`config.mk`:
```
export PLATFORM = sky130hd
export DESIGN_NAME = slot_arbiter
export DESIGN_NICKNAME = d
export VERILOG_FILES = /design/src/rtl/slot_arb_pkg.sv /design/src/rtl/slot_phase_gen.sv /design/src/rtl/video_slot_gen.sv /design/src/rtl/cpu_slot_ctrl.sv /design/src/rtl/slot_arbiter.sv
export SDC_FILE = /design/constraint.sdc
export NUM_CORES = 1
export LEC_CHECK = 0
export BUFFER_PORTS_ARGS = -buffer_cell sky130_fd_sc_hd__buf_2
export CAP_MARGIN = 20
export CORE_AREA = 2 2 39 41
export CTS_CLUSTER_DIAMETER = 150
export DETAILED_ROUTE_END_ITERATION = 6
export DIE_AREA = 0 0 41 43
export GPL_TIMING_DRIVEN = 0
export SKIP_LAST_GASP = 1
export SLEW_MARGIN = 20
export SYNTH_ARGS = -nofsm -noshare
export SYNTH_HDL_FRONTEND = slang
export SYNTH_SLANG_ARGS = --single-unit
```
`constraint.sdc`:
```
create_clock -name clk -period 1.45 [get_ports clk]
set_input_delay 0.2175 -clock clk [delete_from_list [all_inputs] [get_ports clk]]
set_output_delay 0.2175 -clock clk [all_outputs]
set_load 0.01 [all_outputs]
```
`src/rtl/slot_arb_pkg.sv`:
```
package slot_arb_pkg;
  localparam int PHASE_W = 2;
  localparam int PHASES  = 1 << PHASE_W;

  typedef logic [PHASE_W-1:0] phase_t;

  localparam phase_t PH_CPU_A = phase_t'(0);
  localparam phase_t PH_CPU_B = phase_t'(1);
  localparam phase_t PH_VID_A = phase_t'(2);
  localparam phase_t PH_VID_B = phase_t'(3);

  // Cycles from phase p to the next CPU slot start (0 when already there).
  function automatic phase_t align_waits(input phase_t p);
    logic [PHASE_W:0] full;
    full = (PHASE_W+1)'(PHASES) - {1'b0, p};
    return full[PHASE_W-1:0];
  endfunction

  function automatic logic is_video_phase(input phase_t p);
    return p[PHASE_W-1];
  endfunction
endpackage

```
`src/rtl/slot_phase_gen.sv`:
```
module slot_phase_gen
  import slot_arb_pkg::*;
(
  input  logic   clk,
  input  logic   rst,
  output phase_t phase,
  output logic   cpu_slot_open
);
  phase_t phase_q;

  always_ff @(posedge clk) begin
    if (rst) phase_q <= PH_CPU_A;
    else     phase_q <= phase_q + phase_t'(1);
  end

  assign phase         = phase_q;
  assign cpu_slot_open = (phase_q == PH_CPU_A);

  p_phase_step_r1: assert property (@(posedge clk) disable iff (rst)
    1'b1 |=> phase == $past(phase) + phase_t'(1));
endmodule

```
`src/rtl/video_slot_gen.sv`:
```
module video_slot_gen
  import slot_arb_pkg::*;
(
  input  logic   clk,
  input  logic   rst,
  input  phase_t phase,
  output logic   vid_grant,
  output logic   vid_owner
);
  assign vid_owner = is_video_phase(phase);
  assign vid_grant = (phase == PH_VID_A);

  p_grant_owned_r2: assert property (@(posedge clk) disable iff (rst)
    vid_grant |-> vid_owner);
  p_grant_single_r3: assert property (@(posedge clk) disable iff (rst)
    vid_grant |=> !vid_grant && vid_owner);
endmodule

```
`src/rtl/cpu_slot_ctrl.sv`:
```
module cpu_slot_ctrl
  import slot_arb_pkg::*;
#(
  parameter int SLOW_SLOTS = 2,
  parameter int WAIT_W     = 6
) (
  input  logic   clk,
  input  logic   rst,
  input  phase_t phase,
  input  logic   slot_open,
  input  logic   cpu_req,
  input  logic   cpu_slow,
  input  logic   dma_hold,
  output logic   cpu_ack,
  output logic   misalign,
  output phase_t misalign_waits
);
  localparam int EXT_W = (SLOW_SLOTS < 1) ? 1 : $clog2(SLOW_SLOTS + 1);
  localparam logic [EXT_W-1:0] EXT_LOAD =
    (SLOW_SLOTS < 1) ? '0 : EXT_W'(SLOW_SLOTS - 1);

  logic              tracking;
  phase_t            start_ph;
  logic [WAIT_W-1:0] elapsed;
  logic              blocked;
  logic              ext_armed;
  logic [EXT_W-1:0]  ext_left;
  logic              ext_ok;
  logic              waiting;

  assign ext_ok  = !cpu_slow || (SLOW_SLOTS == 0) || (ext_armed && ext_left == '0);
  assign cpu_ack = cpu_req && !rst && slot_open && !dma_hold && ext_ok;
  assign waiting = cpu_req && !cpu_ack;

  assign misalign       = cpu_ack && tracking && !blocked;
  assign misalign_waits = misalign ? align_waits(start_ph) : phase_t'(0);

  always_ff @(posedge clk) begin
    if (rst || !waiting) begin
      tracking  <= 1'b0;
      start_ph  <= PH_CPU_A;
      elapsed   <= '0;
      blocked   <= 1'b0;
      ext_armed <= 1'b0;
      ext_left  <= '0;
    end else begin
      tracking <= 1'b1;
      if (!tracking) begin
        start_ph <= phase;
        elapsed  <= WAIT_W'(1);
      end else if (elapsed != '1) begin
        elapsed <= elapsed + WAIT_W'(1);
      end
      if (slot_open) begin
        blocked <= 1'b1;
        if (cpu_slow && !ext_armed) begin
          ext_armed <= 1'b1;
          ext_left  <= EXT_LOAD;
        end else if (ext_armed && ext_left != '0) begin
          ext_left <= ext_left - EXT_W'(1);
        end
      end
    end
  end

  p_dma_blocks_r8: assert property (@(posedge clk) disable iff (rst)
    dma_hold |-> !cpu_ack);
  p_misalign_with_ack_r7: assert property (@(posedge clk) disable iff (rst)
    misalign |-> cpu_ack && misalign_waits != phase_t'(0));
  p_misalign_waits_r7: assert property (@(posedge clk) disable iff (rst)
    misalign |-> elapsed == WAIT_W'(misalign_waits));
  p_ack_single_r4: assert property (@(posedge clk) disable iff (rst)
    cpu_ack |=> !cpu_ack);
endmodule

```
`src/rtl/slot_arbiter.sv`:
```
module slot_arbiter
  import slot_arb_pkg::*;
#(
  parameter int SLOW_SLOTS = 2,
  parameter int WAIT_W     = 6
) (
  input  logic       clk,
  input  logic       rst,
  input  logic       cpu_req,
  input  logic       cpu_slow,
  input  logic       dma_hold,
  output logic       cpu_ack,
  output logic       misalign,
  output logic [1:0] misalign_waits,
  output logic       vid_grant,
  output logic       vid_owner,
  output logic [1:0] slot_phase
);
  phase_t phase;
  logic   slot_open;
  phase_t waits;

  slot_phase_gen u_phase (
    .clk           (clk),
    .rst           (rst),
    .phase         (phase),
    .cpu_slot_open (slot_open)
  );

  video_slot_gen u_video (
    .clk       (clk),
    .rst       (rst),
    .phase     (phase),
    .vid_grant (vid_grant),
    .vid_owner (vid_owner)
  );

  cpu_slot_ctrl #(.SLOW_SLOTS(SLOW_SLOTS), .WAIT_W(WAIT_W)) u_cpu (
    .clk            (clk),
    .rst            (rst),
    .phase          (phase),
    .slot_open      (slot_open),
    .cpu_req        (cpu_req),
    .cpu_slow       (cpu_slow),
    .dma_hold       (dma_hold),
    .cpu_ack        (cpu_ack),
    .misalign       (misalign),
    .misalign_waits (waits)
  );

  assign slot_phase     = phase;
  assign misalign_waits = waits;

  p_ack_cpu_slot_r4: assert property (@(posedge clk) disable iff (rst)
    cpu_ack |-> !vid_owner && !vid_grant);
  p_ack_spacing_r4: assert property (@(posedge clk) disable iff (rst)
    cpu_ack |=> !cpu_ack && !vid_owner);
endmodule

```
### Word-level counts from Yosys, hierarchy flattened

Index checks and enable logic that the tools add are counted.

* bits in registers: 9
* bits in latches: 0
* bits in writable memories: 0
* bits in read-only memories: 0
* input bits: 5
* output and inout bits: 8
* word-level logic and storage cells: 39
* memories kept: 0

* add/sub/neg operators: 3
* multiply operators: 0
* div/mod/pow operators: 0
* order comparisons: 0
* equal/unequal tests: 1
* shift-type cells: 0
* multiplexer cells: 4
* bitwise operators: 0
* reduce and logical (&&, ||, !) cells: 25

Operators by type and width (number)
* $logic_and A1 B1 Y1: 10
* $logic_not A1 Y1: 7
* $mux W2: 3
* $logic_not A2 Y1: 2
* $reduce_and A2 Y1: 2
* $reduce_bool A2 Y1: 2
* $add A2 B1 Y2 const B: 1
* $eq A2 B2 Y1 const B: 1
* $logic_or A1 B1 Y1: 2
* $sub A1 B2 Y2 const A: 1
* $sub A2 B1 Y2 const B: 1
* $mux W1: 1

### Depth between registers and ports, before layout

Gate-level depths: netlist of run 1.

* word-level depth: 10
* mapped depth: 5
* gate-level depth less buffers: 5

### By module

Synthesis of run 1 repeated with hierarchy kept, for this count alone.

* cell total of the unflattened synthesis: 51
* area total of the unflattened synthesis: 454.2 um^2

By module, submodules not included
* cpu_slot_ctrl: instances 1, cells an instance 42, area an instance 362.8 um^2, sequential area each 140.1 um^2
* slot_phase_gen: instances 1, cells an instance 7, area an instance 70.1 um^2, sequential area each 40.0 um^2
* video_slot_gen: instances 1, cells an instance 2, area an instance 21.3 um^2, sequential area each 0.0 um^2

### Worst setup path before layout of run 1

No wires, ideal clock.

* path kind: register -> output
* start point: register u_phase.phase_q[0], in the netlist u_phase.phase[0]
* end point: output port misalign_waits[0]
* data arrival time: 1.381 ns
* required time: 1.233 ns
* path slack: -0.149 ns
* stages on the path, launching flop included: 6
* path buffers: 0
* path through: dfxtp_1 > inv_1 > ha_1 > nand2b_1 > nor3_1 > and4b_1

* word-level cells in the longest chain between the ends: 7

RTL lines
* start: declaration: RTL line slot_phase_gen.sv:9 `phase_t phase_q;`
* start signal: assignment: RTL line slot_phase_gen.sv:13 `else phase_q <= phase_q + phase_t'(1);`
* $logic_not A2 Y1: RTL line slot_phase_gen.sv:17 `assign cpu_slot_open = (phase_q == PH_CPU_A);`
* $logic_and A1 B1 Y1 (3 in a row): RTL line cpu_slot_ctrl.sv:32 `assign cpu_ack = cpu_req && !rst && slot_open && !dma_hold && ext_ok;`
* via cpu_ack: RTL line slot_arbiter.sv:12 `output logic cpu_ack,`
* $logic_and A1 B1 Y1 (2 in a row): RTL line cpu_slot_ctrl.sv:35 `assign misalign = cpu_ack && tracking && !blocked;`
* $mux W2: RTL line cpu_slot_ctrl.sv:36 `assign misalign_waits = misalign ? align_waits(start_ph) : phase_t'(0);`
* end: declaration: RTL line slot_arbiter.sv:14 `output logic [1:0] misalign_waits,`

The timed path passes the listed nets, and every way through them passes these cells.

### Worst setup path after layout of run 1

* start point: register u_phase.phase_q[1], in the netlist u_phase.phase[1]
* end point: output port misalign_waits[1]

* word-level cells in the longest chain between the ends: 7

RTL lines (RTL line)
* $logic_not A2 Y1: slot_phase_gen.sv:17
* $logic_and A1 B1 Y1 (3 in a row): cpu_slot_ctrl.sv:32
* $logic_and A1 B1 Y1 (2 in a row): cpu_slot_ctrl.sv:35
* $mux W2: cpu_slot_ctrl.sv:36

No other way between the ends.

==> results.json, run 1 <==
{
  "avgSynthCellArea_um2": 9.18,
  "dieArea_um2": 1760,
  "io_pins": 13,
  "antenna_left": 0,
  "start_util_pct": 33.2,
  "worst_slack_ps": -170,
  "synthCells": 50,
  "path_clk_slew_ps": 70,
  "firstDrtPassIters": 4,
  "synth_commonest_cells": "dfxtp_1, inv_1, nor2_1",
  "die_h_um": 43,
  "async_flop_share_pct": 0,
  "fp.dieW_um": 41,
  "p_leak_uw": 0.000320,
  "power-per-cell-area_nw_per_um2": 874,
  "num_antenna_cells": 0,
  "slew_headroom_pct": 68.3,
  "cts_htree_levels": 1,
  "rows": 14,
  "cap_viol_max_count": 0,
  "tns_ps": -434,
  "maxSlewViolCount": 0,
  "synth.distinct_cells": 24,
  "grt_pass1_vias": 439,
  "period_needed_ps": 1620,
  "fin_nets": 83,
  "post-route-period-util_pct": 112,
  "vias": 452,
  "cts.sinks": 9,
  "grt_pass1_wl_mm": 1.73,
  "cts_buffer_depth": 2,
  "path_class": "reg2out",
  "synthFlopType": "dfxtp_1",
  "status": "finished, violations left",
  "grt_max_degree": 9,
  "cts_root_buffer": "clkbuf_4",
  "worstMarginPinSlew_ps": 474,
  "syn_area_um2": 459,
  "grt-ovfl-total": 0,
  "synth_top_area_share_pct": 39.2,
  "drive_gt1_share_pct": 58.1,
  "cts_hold_buf": 0,
  "yosys_warnings": 0,
  "drc": 0,
  "wl_um": 977,
  "synth_edf_count": 0,
  "max_freq_mhz": 617,
  "core_area_um2": 1380,
  "rsz0062_at_grt": "true",
  "synth_area_leader_cell": "dfxtp_1",
  "critPathLaunchType": "flip-flop",
  "skew_ps": 1.40,
  "drt-wirelength-per-cell_um": 10.9,
  "clock_latency_ps": 250,
  "cts_buffers": 3,
  "grt_usage_pct": 13.8,
  "finalSetupViolations": 3,
  "syn-num-nets": 58,
  "vdd_ir_drop_max_uv": 336,
  "port_buffers": 12,
  "ys_seq_area_share_pct": 39.2,
  "hold_violations": 0,
  "critPathMaxFanout": 4,
  "synth_seq_cells": 9,
  "r2r_slack_ps": 180,
  "hpwl_um": 648,
  "dr.first_iter.drc_count": 5,
  "cp.required_ps": 1230,
  "end_kind": "output pin",
  "cts_tree": "built",
  "synth.area.top_cells": "dfxtp_1, ha_1, inv_1",
  "holdCritPathClass": "in2reg",
  "routabilityCongestion": 0.667,
  "area_growth_pct": 51.5,
  "antenna_found_initial": 0,
  "synth.most_common_cell": "dfxtp_1",
  "routed_via_density": 5.02,
  "failed_checks": "negative setup slack",
  "dp_worst_setup_slack_ps": -149,
  "arrival_ps": 1400
}
-- logic make-up (layout without fill, tap and decap cells) --
family | Yosys count | count (layout) | share of synthesized area [%]
AO/OA/AOI/OAI | 9 | 9 | 13.4
XOR/XNOR | 1 | 1 | 1.91
adder cells (fa/ha/maj) | 3 | 3 | 8.18
buffers and inverters | 7 | 31 | 6.54
flip-flops | 9 | 9 | 39.2
multiplexers | 2 | 2 | 4.36
AND/OR/NAND/NOR | 19 | 19 | 26.4
-- power by group --
part	total (µW)	internal, µW	switching, µW
logic	138	72.3	65.8
registers	275	262	12.6
clock network	195	106	89.4
total	608	440	168
-- placed cells by master, fill, tap and decap left out --
cell type,n
a21boi_4,1
and4b_1,1
clkbuf_1,1
nand3b_1,1
ha_4,2
mux2i_1,2
dfxtp_1,4
inv_2,4
buf_2,12
nand2_1,3
xnor2_1,1
inv_1,2
dfxtp_2,4
nor2b_1,1
nor4_4,1
o21bai_1,1
nand2b_4,2
a221oi_1,1
nor3_2,2
and4bb_2,1
clkbuf_4,3
nand2b_1,1
o21ai_0,2
o211ai_1,1
a21oi_1,2
dfxtp_4,1
nor2_1,5
or2_4,1
ha_1,1
a31oi_1,1
buf_4,9
-- sequential cells by signal, summed over array words and instances (netlist names) --
| register | count |
|---|---|
| u_cpu.ext_left | 2 |
| u_cpu.start_ph | 2 |
| u_phase.phase | 2 |
| u_cpu.blocked | 1 |
| u_cpu.ext_armed | 1 |
| u_cpu.tracking | 1 |
-- critical path, cell delays in order (launching register included) --
cell	delay [ps]
dfxtp_4	350
inv_2	60
ha_4	150
nand2b_4	70
or2_4	250
nor4_4	110
buf_2	160
-- cell type report --
| class | count | area (µm²) |
|---|---|---|
| Clock buffer | 4 | 26.3 |
| Fill cell | 136 | 688 |
| Inverter | 6 | 22.5 |
| Sequential cell | 9 | 189 |
| Buffer | 1 | 7.51 |
| Tap cell | 16 | 20.0 |
| Multi-Input combinational cell | 34 | 310 |
| Timing Repair Buffer | 20 | 120 |
-- timing repair --
item                                    4_1_cts  5_1_grt
buffers inserted                              8        0
endpoints found under the setup margin        4        4
gates resized for setup                       9        0
cloned                                        0        0
pin swaps                                     6        1
-- through the flow --
stage | instance area (µm²) | hold WS [ps] | std cells | util, % | power (µW)
floorplan | 504 | 282 | 50 | - | 361
global placement | 584 | 411 | 78 | 42.2 | 389
detailed placement | 584 | 412 | 78 | 42.2 | 392
CTS | 696 | 140 | 90 | 50.3 | 603
global route | 696 | 140 | 90 | 50.3 | 640
finish | 696 | 133 | 90 | 50.3 | 608
-- per-layer routing --
metal  GRT usage (%)  vias to the layer above  share of wire, %
li1                -                      222                 -
met1            16.5                      212                43
met2            23.1                       14                51
met3            1.57                        4               3.7
met4            6.00                        0               2.1
met5               0                        -                 0
-- worst paths after layout --
kind | startpoint | end | cells after the start
worst min register to register | u_cpu.blocked | u_cpu.blocked | 2
worst min-delay path | rst | u_phase.phase[0] | 2
worst max-delay path | u_phase.phase[1] | misalign_waits[1] | 6
worst max register to register | u_phase.phase[1] | u_cpu.ext_left[0] | 5
Note: power is estimated with default switching activity, not from simulation.
==> run 2: changes to the inputs <==
BUFFER_PORTS_ARGS = default   (was -buffer_cell sky130_fd_sc_hd__buf_2)
DONT_BUFFER_PORTS = 1   (was default)
==> run 2 against run 1 <==
Against the previous run:
- the run still ends with negative setup slack left
- hold slack got worse by 120 ps
- clock skew about the same
- routed wire length is 12% lower
- sequential power grew 2%
- power is 3.9% lower
- global-route usage down 1.1 points
- register-to-register slack worse by 60 ps
- setup slack got worse by 59 ps
- die area is the same
- first-iteration DRC count shrank 20%
- core utilization down 5.2 points
- clock-buffer cell count is the same
- critical path type unchanged
- critical endpoint unchanged
- largest power group unchanged
==> results.json, run 2 (same netlist as run 1, synthesis figures left out) <==
{
  "die_h_um": 43,
  "final_cells": 75,
  "antenna_left": 0,
  "critPathLaunchType": "flip-flop",
  "grt_usage_pct": 12.7,
  "max_stage_delay_ps": 370,
  "drive_gt1_share_pct": 42.4,
  "status": "finished, violations left",
  "drt-wirelength-per-cell_um": 11.5,
  "maxSlewViolCount": 0,
  "grt-ovfl-total": 0,
  "cp_slowest_cell": "dfxtp_4",
  "start_util_pct": 33.2,
  "worstRegToRegCells": 5,
  "failed_checks": "negative setup slack",
  "hold_violations": 0,
  "holdCritPathClass": "in2reg",
  "whs_ps": 10.4,
  "cap_viol_max_count": 0,
  "cts_tree": "built",
  "arrival_ps": 1460,
  "whs_path_depth": 1,
  "vdd_ir_drop_max_uv": 329,
  "dr.first_iter.drc_count": 4,
  "num_antenna_cells": 0,
  "rows": 14,
  "post-route-period-util_pct": 116,
  "cts_root_buffer": "clkbuf_4",
  "clock_latency_ps": 260,
  "cts_buffers": 3,
  "grt_pass1_wl_mm": 1.48,
  "worstMarginPinSlew_ps": 450,
  "hpwl_um": 646,
  "final_cell_mix": "dfxtp_1, nor2_1, buf_4",
  "area_growth_pct": 35.7,
  "cts_htree_levels": 1,
  "firstDrtPassIters": 4,
  "wl_um": 861,
  "fp.dieW_um": 41,
  "cp.required_ps": 1230,
  "antenna_found_initial": 0,
  "core_area_um2": 1380,
  "vias": 374,
  "drc": 0,
  "routabilityCongestion": 0.616,
  "path_class": "reg2out",
  "grt_pass1_vias": 375,
  "p_leak_uw": 0.000255,
  "max_freq_mhz": 595,
  "postLayoutCellArea_um2": 623,
  "skew_ps": 1.23,
  "finalSetupViolations": 3,
  "worst_slack_ps": -229,
  "dieArea_um2": 1760,
  "slew_headroom_pct": 69.9,
  "total_power_uw": 585,
  "port_buffers": 0,
  "end_kind": "output pin",
  "cts_buffer_depth": 2,
  "power-per-cell-area_nw_per_um2": 938,
  "grt_max_degree": 9,
  "fin_nets": 68,
  "placed_cell_area_um2": 524,
  "period_needed_ps": 1680,
  "dp.cells": 66,
  "layout_commonest_cell": "dfxtp_1",
  "path_clk_slew_ps": 60,
  "crit_chain": "inv_4 -> ha_4 -> nand2b_4 -> or2_4 -> nor4_4",
  "io_pins": 13,
  "critPathMaxFanout": 4,
  "fillers": 133,
  "cts.sinks": 9,
  "rsz0062_at_grt": "true",
  "routed_via_density": 4.99
}
-- run 2: metrics by stage --
stage	util, %	worst slack (ps)	setup TNS (ps)
2_1_floorplan	-	13.3	0
3_3_place_gp	37.9	-53.4	-86.0
3_5_place_dp	37.9	-67.3	-119
4_1_cts	44.9	-254	-713
5_1_grt	45.0	-305	-893
6_report	45.0	-229	-640
-- run 2: final cells by class --
type	count	area, µm²	share of cell area, %
inverters	6	25.0	4.02
flip-flops and latches	9	189	30.3
plain buffers	1	7.51	1.20
well taps	16	20.0	3.21
repair buffers	5	40.0	6.43
clock buffers	4	26.3	4.22
multi-input cells	34	315	50.6
-- run 2: repair_timing --
action	CTS	global route
setup endpoints to repair	4	3
hold endpoints to repair	1	0
buffers inserted	4	0
resized for setup	9	1
hold buffers	1	0
gates cloned	0	0
pin swaps	7	0
-- run 2: metal layers --
layer / up-vias / share of wire [%] / track usage (%)
met2: 11 / 48 / 19.1
met1: 170 / 42 / 14.4
met4: 0 / 4.5 / 10.0
met5: - / 0 / 0
li1: 188 / - / -
met3: 5 / 5.0 / 3.14
-- run 2: final timing paths --
check	startpoint	slack, ps	endpoint
setup / recovery	u_phase.phase[0]	-230	misalign_waits[1]
setup reg to reg	u_cpu.ext_left[1]	120	u_cpu.ext_left[0]
hold / removal	rst	10	u_phase.phase[1]
hold reg to reg	u_phase.phase[0]	470	u_phase.phase[0]
-- run 2: report_power, final --
| part | internal (µW) | leakage [µW] | switching, µW |
|---|---|---|---|
| combinational | 56.2 | 0.000164 | 54.1 |
| sequential | 262 | 0.0000754 | 19.2 |
| clock | 106 | 0.0000150 | 87.6 |
-- run 2: worst max-delay path, delay by kind of cell, from the launching register on --
family / cells / cell delay [ps]
DFF: 1 / 370
buffers and inverters: 1 / 60
and+or+nand+nor: 3 / 620
adders and majority gates: 1 / 150
==> run 3: changes to the inputs <==
CAP_MARGIN = default   (was 20)
SETUP_SLACK_MARGIN = 0.4   (was default)
SKIP_CTS_REPAIR_TIMING = 1   (was default)
==> run 3 against run 2 <==
Against the previous run:
- the run still ends with negative setup slack left
- sequential power about the same
- final cell count decreased by 2.7%
- first-iteration DRC count increased by 130%
- final area decreased by 1.6%
- power decreased by 0.91%
- flip-flop and latch count unchanged
- sequential share of layout area increased by 0.70 points
- non-clock buffer count decreased by 2
- hold slack improved by 5.7 ps
- maximum frequency decreased by 1.7%
- global-route usage decreased by 1.0 points
- critical path type unchanged
- highest routed layer unchanged
==> results.json, run 3 (same netlist as run 1, synthesis figures left out) <==
{
  "routed_via_density": 5.10,
  "max_freq_mhz": 585,
  "min_to": "u_phase.phase[1]",
  "drive_gt1_share_pct": 43.9,
  "cts.sinks": 9,
  "clock_latency_ps": 260,
  "grt_max_degree": 9,
  "dp.cells": 66,
  "cts_tree": "built",
  "num_antenna_cells": 0,
  "holdCritPathClass": "in2reg",
  "fin_nets": 66,
  "finalSetupViolations": 3,
  "tns_ps": -606,
  "pwr-share-clk_pct": 32.7,
  "sw_frac_of_total_pct": 26.8,
  "hp-start": "rst",
  "skew_ps": 0.173,
  "dieArea_um2": 1760,
  "drt-wirelength-per-cell_um": 11.5,
  "whs_path_depth": 1,
  "dr.first_iter.drc_count": 9,
  "dp_worst_setup_slack_ps": -16.2,
  "p_seq_share_pct": 48.5,
  "p_leak_uw": 0.000240,
  "total_power_uw": 579,
  "io_pins": 13,
  "cts_root_buffer": "clkbuf_4",
  "cts_buffer_depth": 2,
  "fillers": 148,
  "antenna_found_initial": 0,
  "timing.rr.start": "u_phase.phase[0]",
  "status": "finished, violations left",
  "hold_violations": 0,
  "worst_slack_ps": -258,
  "slew_headroom_pct": 70.8,
  "hpwl_um": 651,
  "power-per-cell-area_nw_per_um2": 945,
  "end_kind": "output pin",
  "die_h_um": 43,
  "p_int_uw": 424,
  "drc": 0,
  "comb_power_share_pct": 18.8,
  "critPathLaunchType": "flip-flop",
  "cts_buffers": 3,
  "vias": 372,
  "placed_cell_area_um2": 546,
  "firstDrtPassIters": 4,
  "r2r_slack_ps": 150,
  "post-route-period-util_pct": 118,
  "regArea_um2": 190,
  "cts_htree_levels": 1,
  "rows": 14,
  "path_class": "reg2out",
  "grt_pass1_wl_mm": 1.33,
  "worstMarginPinSlew_ps": 437,
  "maxSlewViolCount": 0,
  "area_growth_pct": 33.5,
  "grt_usage_pct": 11.7,
  "critPathMaxFanout": 6,
  "final_cell_mix": "nor2_1, dfxtp_1",
  "grt_pass1_vias": 335,
  "wl_um": 837,
  "grt-ovfl-total": 0,
  "switchingPower_uw": 155,
  "routabilityCongestion": 0.612,
  "vdd_ir_drop_max_uv": 355,
  "port_buffers": 0,
  "postLayoutCellArea_um2": 613,
  "start_util_pct": 33.2,
  "rsz0062_at_grt": "true",
  "arrival_ps": 1490,
  "core_area_um2": 1380,
  "period_needed_ps": 1710,
  "cp.required_ps": 1230,
  "fp.dieW_um": 41,
  "cap_viol_max_count": 0,
  "final_cells": 73,
  "worstRegToRegCells": 6,
  "path_clk_slew_ps": 60,
  "r2r-end": "u_cpu.ext_left[1]",
  "multi_input_area_um2": 319,
  "antenna_left": 0,
  "failed_checks": "negative setup slack"
}
run 3: final cells by class:
cell class                      count  area share (%)
Buffer                              1            1.22
Clock buffer                        4            4.29
Inverter                            6            4.08
Multi-Input combinational cell     34            52.0
Sequential cell                     9            31.0
Tap cell                           16            3.27
Timing Repair Buffer                3            4.08
run 3: critical path, stage by stage (launching register included):
cell and delay (ps):
dfxtp_2 330, inv_2 80, ha_4 170, a21boi_4 70
or2_4 280, nor4_4 310
run 3: layer usage:
layer / global-route usage (%) / vias up / share of wire [%]
met2: 15.9 / 11 / 51
met5: 0 / - / 0
met1: 14.2 / 171 / 41
met3: 1.57 / 4 / 3.3
met4: 12.0 / 0 / 4.9
li1: - / 186 / -
run 3: power groups by stage:
stage | registers, µW | clock network (µW) | logic, µW
final | 281 | 189 | 109
after global routing | 284 | 212 | 122
after detailed placement | 286 | 0 | 92.5
after floorplan | 283 | 0 | 80.8
after global placement | 286 | 0 | 90.5
after CTS | 281 | 198 | 92.9
run 3: per-stage QoR:
| stage | hold slack (ps) | utilization [%] |
|---|---|---|
| 5_1_grt | 9.61 | 44.3 |
| 6_report | 16.1 | 44.3 |
| 3_5_place_dp | 282 | 39.4 |
| 4_1_cts | 5.07 | 41.3 |
| 3_3_place_gp | 276 | 39.4 |
| 2_1_floorplan | 275 | - |
run 3: how the worst max path moves through the flow:
stage | start | to
floorplan | u_phase.phase[0] | misalign_waits[1]
global placement | u_phase.phase[0] | misalign_waits[1]
detailed placement | u_phase.phase[0] | misalign_waits[1]
CTS | u_phase.phase[0] | misalign_waits[1]
global route | u_cpu.ext_left[0] | misalign_waits[1]
finish | u_cpu.ext_left[0] | misalign_waits[1]
